## config.mk

```make
export PLATFORM = sky130hd
export DESIGN_NAME = stack_scan_router
export DESIGN_NICKNAME = d
export VERILOG_FILES = /design/src/rtl/ssr_pkg.sv /design/src/rtl/ssr_mode_reg.sv /design/src/rtl/ssr_int_concat.sv /design/src/rtl/ssr_route.sv /design/src/rtl/stack_scan_router.sv
export SDC_FILE = /design/constraint.sdc
export NUM_CORES = 1
export LEC_CHECK = 0
export CAP_MARGIN = 0
export CORE_MARGIN = 2
export CORE_UTILIZATION = 32
export CTS_CLUSTER_SIZE = 28
export DETAILED_ROUTE_END_ITERATION = 16
export GPL_TIMING_DRIVEN = 0
export HOLD_SLACK_MARGIN = 0.1
export PLACE_DENSITY_LB_ADDON = 0.3
export SLEW_MARGIN = 30
export SYNTH_ARGS = -nofsm -noshare
export SYNTH_HDL_FRONTEND = slang
export SYNTH_HIERARCHICAL = 1
export SYNTH_SLANG_ARGS = --single-unit
export TNS_END_PERCENT = 5
```

## constraint.sdc

```tcl
create_clock -name clk -period 1.8 [get_ports clk]
set_clock_uncertainty 0.2 [all_clocks]
set_input_delay 0.45 -clock clk [delete_from_list [all_inputs] [get_ports clk]]
set_output_delay 0.45 -clock clk [all_outputs]
set_load 0.01 [all_outputs]
```

## src/rtl/ssr_pkg.sv

```systemverilog
package ssr_pkg;

  typedef enum logic [2:0] {
    AM_PRETHIN   = 3'd0,
    AM_POSTTHIN  = 3'd1,
    AM_TOPPROBE  = 3'd2,
    AM_STACK     = 3'd3,
    AM_BOARD     = 3'd4
  } acc_mode_e;

  typedef enum logic [1:0] {
    SM_LOWER = 2'd0,
    SM_UPPER = 2'd1,
    SM_LINK  = 2'd2
  } sub_mode_e;

  // A requested code pair is accepted only if it names a defined mode.
  function automatic logic code_ok(input logic [2:0] m, input logic [1:0] s);
    return (m <= 3'd4) && !((m == 3'd3) && (s == 2'd3));
  endfunction

endpackage

```

## src/rtl/ssr_mode_reg.sv

```systemverilog
module ssr_mode_reg
  import ssr_pkg::*;
(
  input  logic      clk,
  input  logic      rst_n,
  input  logic      upd_strobe,
  input  logic      tst_rst,
  input  logic [2:0] mode_in,
  input  logic [1:0] sub_in,
  output acc_mode_e mode_q,
  output sub_mode_e sub_q,
  output logic      load_ev
);

  assign load_ev = (upd_strobe | tst_rst) & code_ok(mode_in, sub_in);

  always_ff @(posedge clk or negedge rst_n) begin
    if (!rst_n) begin
      mode_q <= AM_BOARD;
      sub_q  <= SM_LOWER;
    end else if (load_ev) begin
      mode_q <= acc_mode_e'(mode_in);
      sub_q  <= (mode_in == 3'd3) ? sub_mode_e'(sub_in) : SM_LOWER;
    end
  end

endmodule

```

## src/rtl/ssr_int_concat.sv

```systemverilog
module ssr_int_concat #(
  parameter int NCH = 4
) (
  input  logic           head,
  input  logic [NCH-1:0] so,
  output logic [NCH-1:0] si,
  output logic           tail
);

  for (genvar k = 0; k < NCH; k++) begin : g_link
    if (k == 0) begin : g_first
      assign si[k] = head;
    end else begin : g_next
      assign si[k] = so[k-1];
    end
  end

  assign tail = so[NCH-1];

endmodule

```

## src/rtl/ssr_route.sv

```systemverilog
module ssr_route
  import ssr_pkg::*;
(
  input  acc_mode_e  mode_q,
  input  sub_mode_e  sub_q,
  input  logic       upper_present,
  input  logic [1:0] fpad_si,
  input  logic [1:0] bprobe_si,
  input  logic [1:0] tprobe_si,
  input  logic       brd_tdi,
  input  logic       bot_core_so,
  input  logic       bot_ext_so,
  input  logic       bot_int_tail,
  input  logic       top_wbr_so,
  input  logic       top_int_tail,
  output logic [1:0] fpad_so,
  output logic [1:0] bprobe_so,
  output logic [1:0] tprobe_so,
  output logic       brd_tdo,
  output logic       bot_core_si,
  output logic       bot_ext_si,
  output logic       bot_int_head,
  output logic       top_wbr_si,
  output logic       top_int_head,
  output logic       bot_bsr_drive,
  output logic       top_bsr_capture
);

  logic [1:0] tsv_up;
  logic [1:0] tsv_dn;
  logic       top_from_probe;
  logic       top_from_tsv;

  // Upward link and upper-die source selection.
  always_comb begin
    tsv_up         = 2'b00;
    top_from_probe = (mode_q == AM_TOPPROBE);
    top_from_tsv   = 1'b0;
    if (mode_q == AM_STACK) begin
      if (sub_q == SM_UPPER) begin
        tsv_up       = fpad_si;
        top_from_tsv = 1'b1;
      end else if (sub_q == SM_LINK) begin
        tsv_up       = {1'b0, bot_core_so};
        top_from_tsv = 1'b1;
      end
    end
  end

  // Upper die local access: probe pads or links from below.
  always_comb begin
    top_wbr_si   = 1'b0;
    top_int_head = 1'b0;
    tprobe_so    = 2'b00;
    tsv_dn       = 2'b00;
    if (top_from_probe) begin
      top_wbr_si   = tprobe_si[0];
      top_int_head = tprobe_si[1];
      tprobe_so    = {top_int_tail, top_wbr_so};
    end else if (top_from_tsv && upper_present) begin
      top_wbr_si   = tsv_up[0];
      top_int_head = tsv_up[1];
      tsv_dn       = {top_int_tail, top_wbr_so};
    end
  end

  // Lower die routing and return paths.
  always_comb begin
    fpad_so         = 2'b00;
    bprobe_so       = 2'b00;
    brd_tdo         = 1'b0;
    bot_core_si     = 1'b0;
    bot_ext_si      = 1'b0;
    bot_int_head    = 1'b0;
    bot_bsr_drive   = 1'b0;
    top_bsr_capture = 1'b0;
    unique case (mode_q)
      AM_PRETHIN: begin
        bot_core_si  = fpad_si[0];
        bot_int_head = fpad_si[1];
        fpad_so      = {bot_int_tail, bot_core_so};
      end
      AM_POSTTHIN: begin
        bot_core_si  = bprobe_si[0];
        bot_ext_si   = bot_core_so;
        bot_int_head = bprobe_si[1];
        bprobe_so    = {bot_int_tail, bot_ext_so};
      end
      AM_TOPPROBE: begin
      end
      AM_STACK: begin
        case (sub_q)
          SM_LOWER: begin
            bot_core_si  = fpad_si[0];
            bot_ext_si   = bot_core_so;
            bot_int_head = fpad_si[1];
            fpad_so      = {bot_int_tail, bot_ext_so};
          end
          SM_UPPER: begin
            fpad_so = upper_present ? tsv_dn : tsv_up;
          end
          SM_LINK: begin
            bot_core_si     = fpad_si[0];
            bot_int_head    = fpad_si[1];
            fpad_so         = {bot_int_tail, upper_present ? tsv_dn[0] : tsv_up[0]};
            bot_bsr_drive   = 1'b1;
            top_bsr_capture = upper_present;
          end
          default: begin
          end
        endcase
      end
      AM_BOARD: begin
        bot_ext_si = brd_tdi;
        brd_tdo    = bot_ext_so;
      end
      default: begin
      end
    endcase
  end

endmodule

```

## src/rtl/stack_scan_router.sv

```systemverilog
module stack_scan_router
  import ssr_pkg::*;
#(
  parameter int NCH = 4
) (
  input  logic           clk,
  input  logic           rst_n,
  input  logic           upd_strobe,
  input  logic           tst_rst,
  input  logic [2:0]     mode_in,
  input  logic [1:0]     sub_in,
  input  logic           upper_present,
  input  logic [1:0]     fpad_si,
  output logic [1:0]     fpad_so,
  input  logic [1:0]     bprobe_si,
  output logic [1:0]     bprobe_so,
  input  logic [1:0]     tprobe_si,
  output logic [1:0]     tprobe_so,
  input  logic           brd_tdi,
  output logic           brd_tdo,
  output logic           bot_core_si,
  input  logic           bot_core_so,
  output logic           bot_ext_si,
  input  logic           bot_ext_so,
  output logic [NCH-1:0] bot_int_si,
  input  logic [NCH-1:0] bot_int_so,
  output logic           top_wbr_si,
  input  logic           top_wbr_so,
  output logic [NCH-1:0] top_int_si,
  input  logic [NCH-1:0] top_int_so,
  output logic           bot_bsr_drive,
  output logic           top_bsr_capture
);

  acc_mode_e mode_q;
  sub_mode_e sub_q;
  logic      load_ev;
  logic      bot_int_head, bot_int_tail;
  logic      top_int_head, top_int_tail;

  ssr_mode_reg u_mode (
    .clk        (clk),
    .rst_n      (rst_n),
    .upd_strobe (upd_strobe),
    .tst_rst    (tst_rst),
    .mode_in    (mode_in),
    .sub_in     (sub_in),
    .mode_q     (mode_q),
    .sub_q      (sub_q),
    .load_ev    (load_ev)
  );

  ssr_route u_route (
    .mode_q          (mode_q),
    .sub_q           (sub_q),
    .upper_present   (upper_present),
    .fpad_si         (fpad_si),
    .bprobe_si       (bprobe_si),
    .tprobe_si       (tprobe_si),
    .brd_tdi         (brd_tdi),
    .bot_core_so     (bot_core_so),
    .bot_ext_so      (bot_ext_so),
    .bot_int_tail    (bot_int_tail),
    .top_wbr_so      (top_wbr_so),
    .top_int_tail    (top_int_tail),
    .fpad_so         (fpad_so),
    .bprobe_so       (bprobe_so),
    .tprobe_so       (tprobe_so),
    .brd_tdo         (brd_tdo),
    .bot_core_si     (bot_core_si),
    .bot_ext_si      (bot_ext_si),
    .bot_int_head    (bot_int_head),
    .top_wbr_si      (top_wbr_si),
    .top_int_head    (top_int_head),
    .bot_bsr_drive   (bot_bsr_drive),
    .top_bsr_capture (top_bsr_capture)
  );

  ssr_int_concat #(.NCH(NCH)) u_bot_int (
    .head (bot_int_head),
    .so   (bot_int_so),
    .si   (bot_int_si),
    .tail (bot_int_tail)
  );

  ssr_int_concat #(.NCH(NCH)) u_top_int (
    .head (top_int_head),
    .so   (top_int_so),
    .si   (top_int_si),
    .tail (top_int_tail)
  );

endmodule

```

==> results.cfg <==
[cts]
clockBufferDepth = 2
cts_root_buffer = clkbuf_4
cts_num_sinks = 5
h-tree-depth = 1
holdBufCountCts = 0
cts_buffers = 3
clk-insertion-delay-late_ps = 240
cts_tree = yes
cts.clk_slew.worst_paths_ps = 40

[placed_design]
pre_cts_ws_ps = -878.7
place_congestion = 0.7915
dpl.cell_count = 163
placed_cell_area_mm2 = 0.001196
numPortBuffers = 39
hpwlAfterDp_um = 1618

[layout]
nets = 176
final_util_pct = 58.71
ff_latch_area_um2 = 128.9
final_cells = 171
diodes = 0
nFillCells = 200
finalInstanceArea_mm2 = 0.001274
final_layout_size_suffix_gt1_share_pct = 39.16
multi_input_area_um2 = 571.8
syn2layout_area_growth_pct = 76.12

[global_route]
grt_pass1_wl_um = 3194
antenna_found_initial = 0
grt-ovfl-total = 0
grt.total_usage_pct = 15.53
grt_max_degree = 11
grt_pass1_vias = 790

[timing]
setup_viol = 14
final.setup.worst_slack_ps = -480.9
maxSlewHeadroom_pct = 78.95
hold_slack_ps = 222.5
fmax_mhz = 438.4
fin_crit_ps = 2281
report.final.slew_viol_count = 0
fin_crit_sh_pct = 126.7
hold_viol_final = 0
worst_slew_pin_slew_ps = 312.5
rsz0062_at_grt = yes

[die]
dieArea_mm2 = 0.002656
core_mm2 = 0.002170
die_h_um = 51.54
rows = 17
start_util_pct = 33.33
ioPinCount = 48
dieWidth_um = 51.54

[route]
wl_per_cell_um = 12.04
drtAntennaViolNets = 0
drt_iter0_markers = 5
vias = 851
routed_via_density = 4.977
drc = 0
drt_pass1_iterations = 4
wirelength_um = 2059

[logic_synthesis]
syn_area_um2 = 723.2
syn_nets = 128
syn_area_per_cell_um2 = 7.533
yosysWarnings = 6
netlist_instances = 96

[pwr]
power_density_mw_per_mm2 = 522.9
total_leakage_power_nw = 0.5806
power_frac_seq_pct = 21.5
power.switching_mw = 0.2380
power_frac_comb_pct = 59.2
ir_drop_mv = 0.3304
p_sw_share_pct = 35.73
p_int_mw = 0.4281
p_clk_share_pct = 19.3

[setup_path]
worstRegToRegCells = 2
arrival_ps = 1630
timing.rr.end = u_mode/mode_q[2]
reg2reg_slack_ps = 640
timing.rr.start = u_mode/mode_q[2]
worstSetupPathType = flip-flop to primary output
crit_required_ps = 1150
worstSetupStartpointType = flip-flop
worstSetupEndpointType = primary output
cp_max_fo = 4

[status]
status = finished, violations left
violations = negative setup slack

[flow_run]
drv_cap = 0

[worst_hold_path]
hold_class = input port to asynchronous set/reset pin
-- power by group through the flow --
stage	logic, mW	clock network [mW]	registers (mW)
floorplan	0.203	0	0.143
global placement	0.354	0	0.147
detailed placement	0.364	0	0.148
CTS	0.388	0.133	0.143
global route	0.426	0.141	0.146
finish	0.394	0.129	0.143
-- layout make-up --
type / count / share of cell area [%]
Buffer: 14 / 8.546
Clock buffer: 4 / 2.063
Inverter: 7 / 2.063
Multi-Input combinational cell: 70 / 44.89
Sequential cell: 5 / 10.12
Tap cell: 28 / 2.750
Timing Repair Buffer: 43 / 29.57
-- per-stage QoR --
step	power, mW	TNS [ps]
after detailed placement	0.5111	-9338
after CTS	0.6642	-5120
final	0.6661	-4595
after global placement	0.5005	-9105
after global routing	0.7124	-5531
after floorplan	0.3460	-115.4
-- layout by cell type, fill, tap and decap left out, types with 3 or more instances in the layout --
master	n
a21oi_1	3
a31oi_1	3
and2_1	3
and3_1	3
buf_2	7
buf_4	13
buf_6	5
clkbuf_4	3
clkdlybuf4s50_1	19
dlygate4sd2_1	8
ha_4	4
inv_1	4
inv_2	3
nand2_1	4
nor2_1	4
nor2b_1	3
o21ai_0	7
-- flip-flops by register name (all words and copies together) (netlist names) --
register	flops
u_mode/mode_q	3
u_mode/sub_q	2
-- worst max-delay path: stages (launching register included) --
cell      delay [ps]
dfrtp_2          430
buf_6            130
ha_4             140
and4bb_2         350
a32oi_1          130
o21ai_2           80
buf_2            140
-- how the worst max path moves through the flow --
stage | from | to | cells past startpoint
after floorplan | u_mode/sub_q[1] | top_wbr_si | 5
after global placement | upper_present | top_int_si[0] | 6
after detailed placement | upper_present | top_int_si[0] | 6
after CTS | u_mode/sub_q[1] | fpad_so[0] | 6
after global routing | u_mode/sub_q[1] | fpad_so[0] | 6
final | u_mode/sub_q[0] | fpad_so[0] | 6
-- metal layers --
metal	share of wire, %	vias up	wire (um)	track usage, %
li1	-	426	-	-
met1	40	391	823	16.91
met2	51	34	1049	29.70
met3	9.0	0	186	2.874
met4	0	0	0	5.263
met5	0	-	0	0
-- what timing repair did --
item	in CTS	in global routing
endpoints found under the setup margin	15	14
pin swaps	4	2
resized for setup	63	9
setup buffers	4	0
Note: power is estimated with default switching activity, not from simulation.
